## src/rtl/pvl_pkg.sv

```systemverilog
package pvl_pkg;
  localparam int unsigned WORD_W  = 32;
  localparam int unsigned COMP_W  = 24;
  localparam int unsigned N_COMP  = 4;
  localparam int unsigned VEC_W   = COMP_W * N_COMP;
  localparam int unsigned F32_EXP = 8;
  localparam int unsigned F32_MAN = 23;
  localparam int unsigned F32_BIAS = 127;

  typedef logic [COMP_W-1:0] comp_t;
  typedef logic [VEC_W-1:0]  vec_t;
endpackage

```

## src/rtl/pvl_f32_to_f24.sv

```systemverilog
module pvl_f32_to_f24 #(
  parameter int unsigned EXP_W = 7,
  parameter int unsigned MAN_W = 16
) (
  input  logic [pvl_pkg::F32_EXP+MAN_W:0] f32_i,  // sign, exponent, top mantissa bits
  output logic [EXP_W+MAN_W:0]            f24_o
);
  import pvl_pkg::*;
  localparam int unsigned BIAS   = (1 << (EXP_W - 1)) - 1;
  localparam int unsigned SHIFT  = F32_BIAS - BIAS;
  localparam int unsigned EXPMAX = (1 << EXP_W) - 1;

  logic                sgn;
  logic [F32_EXP-1:0]  e_in;
  logic [MAN_W-1:0]    m_in;
  logic [F32_EXP:0]    e_ext;

  assign sgn   = f32_i[F32_EXP+MAN_W];
  assign e_in  = f32_i[F32_EXP+MAN_W-1:MAN_W];
  assign m_in  = f32_i[MAN_W-1:0];
  assign e_ext = {1'b0, e_in};

  always_comb begin
    if (e_ext <= (F32_EXP+1)'(SHIFT)) begin
      f24_o = {sgn, {(EXP_W+MAN_W){1'b0}}};
    end else if (e_ext > (F32_EXP+1)'(SHIFT + EXPMAX)) begin
      f24_o = {sgn, EXP_W'(EXPMAX), {MAN_W{1'b0}}};
    end else begin
      f24_o = {sgn, EXP_W'(e_ext - (F32_EXP+1)'(SHIFT)), m_in};
    end
  end
endmodule

```

## src/rtl/pvl_word_buf.sv

```systemverilog
module pvl_word_buf #(
  parameter int unsigned WORD_W    = 32,
  parameter int unsigned MAX_WORDS = 4
) (
  input  logic                              clk_i,
  input  logic                              rst_ni,
  input  logic                              clr_i,
  input  logic                              wr_i,
  input  logic [WORD_W-1:0]                 word_i,
  input  logic                              f32_i,
  output logic                              done_o,
  output logic [MAX_WORDS-1:0][WORD_W-1:0]  words_o
);
  localparam int unsigned CNT_W = $clog2(MAX_WORDS);
  localparam logic [CNT_W-1:0] LAST_F32 = CNT_W'(MAX_WORDS - 1);
  localparam logic [CNT_W-1:0] LAST_PK  = CNT_W'(MAX_WORDS - 2);

  logic [CNT_W-1:0]                  cnt_q;
  logic [MAX_WORDS-2:0][WORD_W-1:0]  hold_q;
  logic [CNT_W-1:0]                  last;
  logic                              acc;

  assign last   = f32_i ? LAST_F32 : LAST_PK;
  assign acc    = wr_i && !clr_i;
  assign done_o = acc && (cnt_q == last);

  always_ff @(posedge clk_i or negedge rst_ni) begin
    if (!rst_ni)      cnt_q <= '0;
    else if (clr_i)   cnt_q <= '0;
    else if (done_o)  cnt_q <= '0;
    else if (acc)     cnt_q <= cnt_q + 1'b1;
  end

  for (genvar i = 0; i < MAX_WORDS - 1; i++) begin : g_hold
    always_ff @(posedge clk_i or negedge rst_ni) begin
      if (!rst_ni)                              hold_q[i] <= '0;
      else if (acc && cnt_q == CNT_W'(i))       hold_q[i] <= word_i;
    end
    assign words_o[i] = (cnt_q == CNT_W'(i)) ? word_i : hold_q[i];
  end
  assign words_o[MAX_WORDS-1] = word_i;

  assert_cnt_bound_R2: assert property (@(posedge clk_i) disable iff (!rst_ni)
    cnt_q <= last);
  assert_cfg_clears_R9: assert property (@(posedge clk_i) disable iff (!rst_ni)
    clr_i |=> cnt_q == '0);
endmodule

```

## src/rtl/pvl_index_ctrl.sv

```systemverilog
module pvl_index_ctrl #(
  parameter int unsigned IDX_W   = 7,
  parameter int unsigned MAX_IDX = 95,
  parameter int unsigned VEC_W   = 96
) (
  input  logic              clk_i,
  input  logic              rst_ni,
  input  logic              cfg_wr_i,
  input  logic [IDX_W-1:0]  cfg_idx_i,
  input  logic              done_i,
  input  logic [VEC_W-1:0]  vec_i,
  output logic              we_o,
  output logic [IDX_W-1:0]  idx_o,
  output logic [VEC_W-1:0]  data_o,
  output logic              err_o,
  output logic [IDX_W-1:0]  next_idx_o
);
  localparam logic [IDX_W-1:0] LIMIT = IDX_W'(MAX_IDX);

  logic [IDX_W-1:0] idx_q;
  logic             in_range;

  assign in_range   = idx_q <= LIMIT;
  assign next_idx_o = idx_q;

  always_ff @(posedge clk_i or negedge rst_ni) begin
    if (!rst_ni) begin
      idx_q  <= '0;
      we_o   <= 1'b0;
      err_o  <= 1'b0;
      idx_o  <= '0;
      data_o <= '0;
    end else begin
      we_o  <= done_i && in_range;
      err_o <= done_i && !in_range;
      if (cfg_wr_i) begin
        idx_q <= cfg_idx_i;
      end else if (done_i && in_range) begin
        idx_q  <= idx_q + 1'b1;
        idx_o  <= idx_q;
        data_o <= vec_i;
      end
    end
  end

  assert_we_err_excl_R8: assert property (@(posedge clk_i) disable iff (!rst_ni)
    !(we_o && err_o));
  assert_err_holds_idx_R8: assert property (@(posedge clk_i) disable iff (!rst_ni)
    err_o |-> $stable(idx_q));
  assert_store_in_range_R8: assert property (@(posedge clk_i) disable iff (!rst_ni)
    we_o |-> idx_o <= LIMIT);
  assert_idx_advance_R7: assert property (@(posedge clk_i) disable iff (!rst_ni)
    we_o |-> next_idx_o == idx_o + 1'b1);
endmodule

```

## src/rtl/packed_vec_loader.sv

```systemverilog
module packed_vec_loader #(
  parameter int unsigned IDX_W   = 7,
  parameter int unsigned MAX_IDX = 95,
  parameter int unsigned EXP_W   = 7,
  parameter int unsigned MAN_W   = 16
) (
  input  logic                       clk_i,
  input  logic                       rst_ni,
  input  logic                       cfg_wr_i,
  input  logic [IDX_W-1:0]           cfg_idx_i,
  input  logic                       cfg_f32_i,
  input  logic                       word_wr_i,
  input  logic [pvl_pkg::WORD_W-1:0] word_i,
  output logic                       vec_we_o,
  output logic [IDX_W-1:0]           vec_idx_o,
  output logic [pvl_pkg::VEC_W-1:0]  vec_data_o,
  output logic                       err_o,
  output logic [IDX_W-1:0]           next_idx_o
);
  import pvl_pkg::*;
  localparam int unsigned CVT_IN = F32_EXP + MAN_W + 1;

  logic                             f32_q;
  logic                             done;
  logic [N_COMP-1:0][WORD_W-1:0]    words;
  logic [N_COMP-1:0][COMP_W-1:0]    cvt;
  vec_t                             vec_pk, vec_f32, vec_sel;

  always_ff @(posedge clk_i or negedge rst_ni) begin
    if (!rst_ni)       f32_q <= 1'b0;
    else if (cfg_wr_i) f32_q <= cfg_f32_i;
  end

  pvl_word_buf #(.WORD_W(WORD_W), .MAX_WORDS(N_COMP)) u_buf (
    .clk_i   (clk_i),
    .rst_ni  (rst_ni),
    .clr_i   (cfg_wr_i),
    .wr_i    (word_wr_i),
    .word_i  (word_i),
    .f32_i   (f32_q),
    .done_o  (done),
    .words_o (words)
  );

  // three packed words hold w,z,y,x from the top bit down
  assign vec_pk = {words[0], words[1], words[2]};

  for (genvar k = 0; k < N_COMP; k++) begin : g_cvt
    pvl_f32_to_f24 #(.EXP_W(EXP_W), .MAN_W(MAN_W)) u_cvt (
      .f32_i (words[N_COMP-1-k][WORD_W-1 -: CVT_IN]),
      .f24_o (cvt[k])
    );
    assign vec_f32[k*COMP_W +: COMP_W] = cvt[k];
  end

  assign vec_sel = f32_q ? vec_f32 : vec_pk;

  pvl_index_ctrl #(.IDX_W(IDX_W), .MAX_IDX(MAX_IDX), .VEC_W(VEC_W)) u_idx (
    .clk_i      (clk_i),
    .rst_ni     (rst_ni),
    .cfg_wr_i   (cfg_wr_i),
    .cfg_idx_i  (cfg_idx_i),
    .done_i     (done),
    .vec_i      (vec_sel),
    .we_o       (vec_we_o),
    .idx_o      (vec_idx_o),
    .data_o     (vec_data_o),
    .err_o      (err_o),
    .next_idx_o (next_idx_o)
  );

  assert_flush_zero_R6: assert property (@(posedge clk_i) disable iff (!rst_ni)
    (vec_we_o && f32_q && vec_data_o[COMP_W-2 -: EXP_W] == '0)
      |-> vec_data_o[MAN_W-1:0] == '0);
endmodule

```

## config.mk

```make
export PLATFORM = sky130hd
export DESIGN_NAME = packed_vec_loader
export DESIGN_NICKNAME = d
export VERILOG_FILES = /design/src/rtl/pvl_pkg.sv /design/src/rtl/pvl_f32_to_f24.sv /design/src/rtl/pvl_word_buf.sv /design/src/rtl/pvl_index_ctrl.sv /design/src/rtl/packed_vec_loader.sv
export SDC_FILE = /design/constraint.sdc
export NUM_CORES = 1
export LEC_CHECK = 0
export ABC_CLOCK_PERIOD_IN_PS = 4200
export CORE_AREA = 2 2 180 182
export DETAILED_ROUTE_END_ITERATION = 16
export DIE_AREA = 0 0 182 184
export SLEW_MARGIN = 0
export SYNTH_ARGS = -nofsm -noshare
export SYNTH_HDL_FRONTEND = slang
export SYNTH_HIERARCHICAL = 1
export SYNTH_SLANG_ARGS = --single-unit
```

## constraint.sdc

```tcl
create_clock -name clk_i -period 4.2 [get_ports clk_i]
set_input_delay 0.84 -clock clk_i [delete_from_list [all_inputs] [get_ports clk_i]]
set_output_delay 0.84 -clock clk_i [all_outputs]
set_load 0.005 [all_outputs]
```

Yosys cells after proc, flatten, opt, wreduce, memory -nomap -nowiden. Cells that the tools add are included.

Multiplexer cells: 18. Magnitude comparators: 9. Bitwise gates (word level): 1. Add/sub/neg operators: 6. Reductions and logical operators: 13. Eq/ne operators: 3.

Operators with widths (number): two-way mux 23 bit (8); two-way mux 32 bit (3); two-way mux 95 bit (1); > comparator 8 bit (second input constant) (4); <= comparator 8 x 7 -> 1 bit (second input constant) (4); subtractor 7 bit (second input constant) (4); two-way mux 7 bit (2); adder 7 x 1 -> 7 bit (second input constant) (1); <= comparator 7 bit (second input constant) (1); logical AND 1 bit (7); two-way mux 2 bit (3); nonzero test 3 bit (1); adder 2 x 1 -> 2 bit (second input constant) (1); == test 2 x 1 -> 1 bit (second input constant) (1); == test 2 bit (1); == test 2 bit (second input constant) (1); logical NOT 1 bit (2); logical NOT 2 bit (1); AND reduction 2 bit (1); nonzero test 2 bit (1); two-way mux 1 bit (1); NOT 1 bit (1).

Output and inout port bits: 112. Register bits: 211. Word-level logic and storage cells: 60.

Longest topological paths before layout.
Word-level depth: 6. Depth in mapped cells: 11. Depth with buffers taken out: 7.

By module. The synthesis kept the hierarchy.

By module, submodules not included: pvl_word_buf (times used 1, cells an instance 359, area each 5153.7 um2); pvl_index_ctrl (times used 1, cells an instance 271, area each 4341.7 um2); pvl_f32_to_f24 (times used 4, cells an instance 48, area each 415.4 um2); packed_vec_loader (times used 1, cells an instance 109, area each 1312.5 um2).

Worst setup path after synthesis. OpenSTA, ideal clock, no wires.

Kind: reg2reg. From: register u_buf.cnt_q[0]. To: register u_idx.data_o[24]. Arrival time: 2.727 ns. Library setup time: 0.127 ns. Stages on the path, launching flop included: 12. Setup slack: 1.346 ns. Clock period less this slack: 2.854 ns. Path buffers: 4. Path through: dfrtp_1 inv_1 ha_1 clkbuf_1 buf_2 mux2_2 buf_6 nor3_4 buf_4 a211oi_2 mux2_2 mux2_1.

RTL lines: start: declaration (line pvl_word_buf.sv:18) `logic [CNT_W-1:0] cnt_q;`; start signal: assignment (line pvl_word_buf.sv:31) `else if (acc) cnt_q <= cnt_q + 1'b1;`; end signal: assignment (line pvl_index_ctrl.sv:41) `data_o <= vec_i;`; end: declaration (line pvl_index_ctrl.sv:14) `output logic [VEC_W-1:0] data_o,`.

==> flow_summary.toml <==
[outcome]
outcome = "complete, no violations"

[routing]
drtAntennaViolNets = 0
wl_um = 30670
drt_iter0_markers = 345
drt-wirelength-per-cell_um = 21.18
drt_first_pass_iters = 4
drc = 0
routed-via-count = 7448
viasPerCell = 5.144

[logic_synthesis]
synthesis.nets = 972
synth_area_um2 = 12420
synthesis.instances = 924
syn_area_per_cell_um2 = 13.44
ys_warn_count = 6

[clock_tree]
ctsLongestPathBuffers = 3
cts_tree = "built"
ctsHtreeMaxLevel = 1
postCtsSetupRepairBufs = 0
path_clk_slew_ns = 0.06
numCtsBuffers = 25
cts_sinks = 211
cts_resized = 0
clk_latency_ns = 0.52
cts_hold_buf = 0
root_buffer = "clkbuf_16"

[power_and_ir_drop]
p_seq_share_pct = 36.5
p_total_mw = 7.362
comb_power_share_pct = 33.4
p_sw_mw = 2.213
swShare_pct = 30.07
clkPwrFrac_pct = 30.2
vdd.ir_drop.worst_v = 0.0002788
p_int_mw = 5.148
power_density_nw_per_um2 = 499.3
p_leak_nw = 6.526

[critical_path]
crit_chain = "inv_1 -> ha_1 -> mux2_2 -> nor3_4 -> a211oi_1 -> mux2_2 -> mux2_1"
arrival_ns = 3.71
crit_fanout = 16
max_stage_delay_ns = 0.72
crit_top_cell = "mux2_2"
path_delay_family = "multiplexers"
critPathCaptureType = "register"
r2r_slack_ns = 0.90
critPathBufInv = 1
required_ns = 4.60
crit_slowest_cell = "nor3_4"
crit_type = "register to register"
cp-start-kind = "register"

[timing]
hold_viol = 0
tns_ns = 0
tightest_slew_ns = 0.8282
skew_ns = 0.01550
maxSlewHeadroom_pct = 44.61
max_freq_mhz = 302.9
setup_slack_ns = 0.8991
rsz0062_at_grt = "no"
finalCritPeriodShare_pct = 78.59
period_minus_slack_ns = 3.301
drv_slew = 0
setup_viol = 0

[floorplanning]
core_um2 = 31390
die_w_um = 182
die_h_um = 184
io_pins = 156
rows = 65
die_area_um2 = 33490
start_util_pct = 39.55

[global_route]
grt_max_degree = 99
gr-total-overflow = 0
grt_usage_pct = 18.56
antenna_found_initial = 0
grt_pass1_wl_um = 48170
grt_pass1_vias = 7759

[placement]
portBuffers = 155
pre_cts_ws_ns = 0.6431
dp_hpwl_um = 21740
dp_cells = 1404
routabilityCongestion = 0.7721

[final_layout]
layout-drive-gt1-share_pct = 42.73
utilization_pct = 46.97
fin_nets = 1077
final_cells = 1448
area_growth_pct = 18.74
antenna_cells = 0
layout_common_cells = "298 x mux2_2, 210 x dfrtp_1, 154 x clkdlybuf4s50_1"
final_common_cell = "mux2_2"

[worst_hold_path]
hp-class = "input pin to async pin"

[job]
cap_violations = 0
[worst paths after layout]
path | from | endpoint | depth (start not counted)
worst max-delay path | u_buf/cnt_q[1]$_DFFE_PN0P_ | u_idx/data_o[55]$_DFFE_PN0P_ | 7
worst min-delay path | rst_ni | u_idx/data_o[67]$_DFFE_PN0P_ | 1
worst max register to register | u_buf/cnt_q[1]$_DFFE_PN0P_ | u_idx/data_o[55]$_DFFE_PN0P_ | 7
worst min register to register | u_idx/data_o[24]$_DFFE_PN0P_ | u_idx/data_o[24]$_DFFE_PN0P_ | 1
max in group asynchronous | rst_ni | u_idx/next_idx_o[2]$_DFFE_PN0P_ | 2
min in group clk_i | u_idx/data_o[24]$_DFFE_PN0P_ | u_idx/data_o[24]$_DFFE_PN0P_ | 1
[flip-flops by register name, indices dropped and copies added (netlist names)]
signal / cells
u_buf/hold_q: 96
u_idx/data_o: 96
u_idx/idx_o: 7
u_idx/next_idx_o: 7
u_buf/cnt_q: 2
f32_q: 1
u_idx/err_o: 1
u_idx/we_o: 1
[power by group through the flow]
stage | sequential, mW | combinational [mW] | clock [mW]
floorplan | 2.65 | 1.77 | 0
global placement | 2.70 | 2.46 | 0
detailed placement | 2.72 | 2.47 | 0
CTS | 2.69 | 2.49 | 2.29
global route | 2.74 | 2.65 | 2.38
finish | 2.69 | 2.46 | 2.22
[through the flow]
step	hold slack, ns	cell area, um2
finish	0.4016	14740
global route	0.4767	14740
CTS	0.4414	14740
detailed placement	0.4740	13900
global placement	0.4694	13900
floorplan	0.4602	12420
[cell type report]
class	instances	area [um2]
Timing Repair Buffer	176	1750
Sequential cell	211	5284
Clock inverter	7	110.1
Multi-Input combinational cell	549	6118
Tap cell	402	503.0
Clock buffer	37	730.7
Inverter	66	247.7
Fill cell	2843	16650
[worst reg2reg max path, cell delays in order (launching register included)]
cell      delay, ns
dfrtp_1        0.41
inv_1          0.10
ha_1           0.57
mux2_2         0.58
nor3_4         0.72
a211oi_1       0.18
mux2_2         0.32
mux2_1         0.29
[metal layers]
layer,global-route usage [%],wire length [um],vias up
met1,26.65,14830,3772
met4,3.290,445,0
met5,0,0,-
met2,30.37,14240,133
met3,2.417,1151,36
li1,-,-,3507
(Power assumes the default switching activity.)
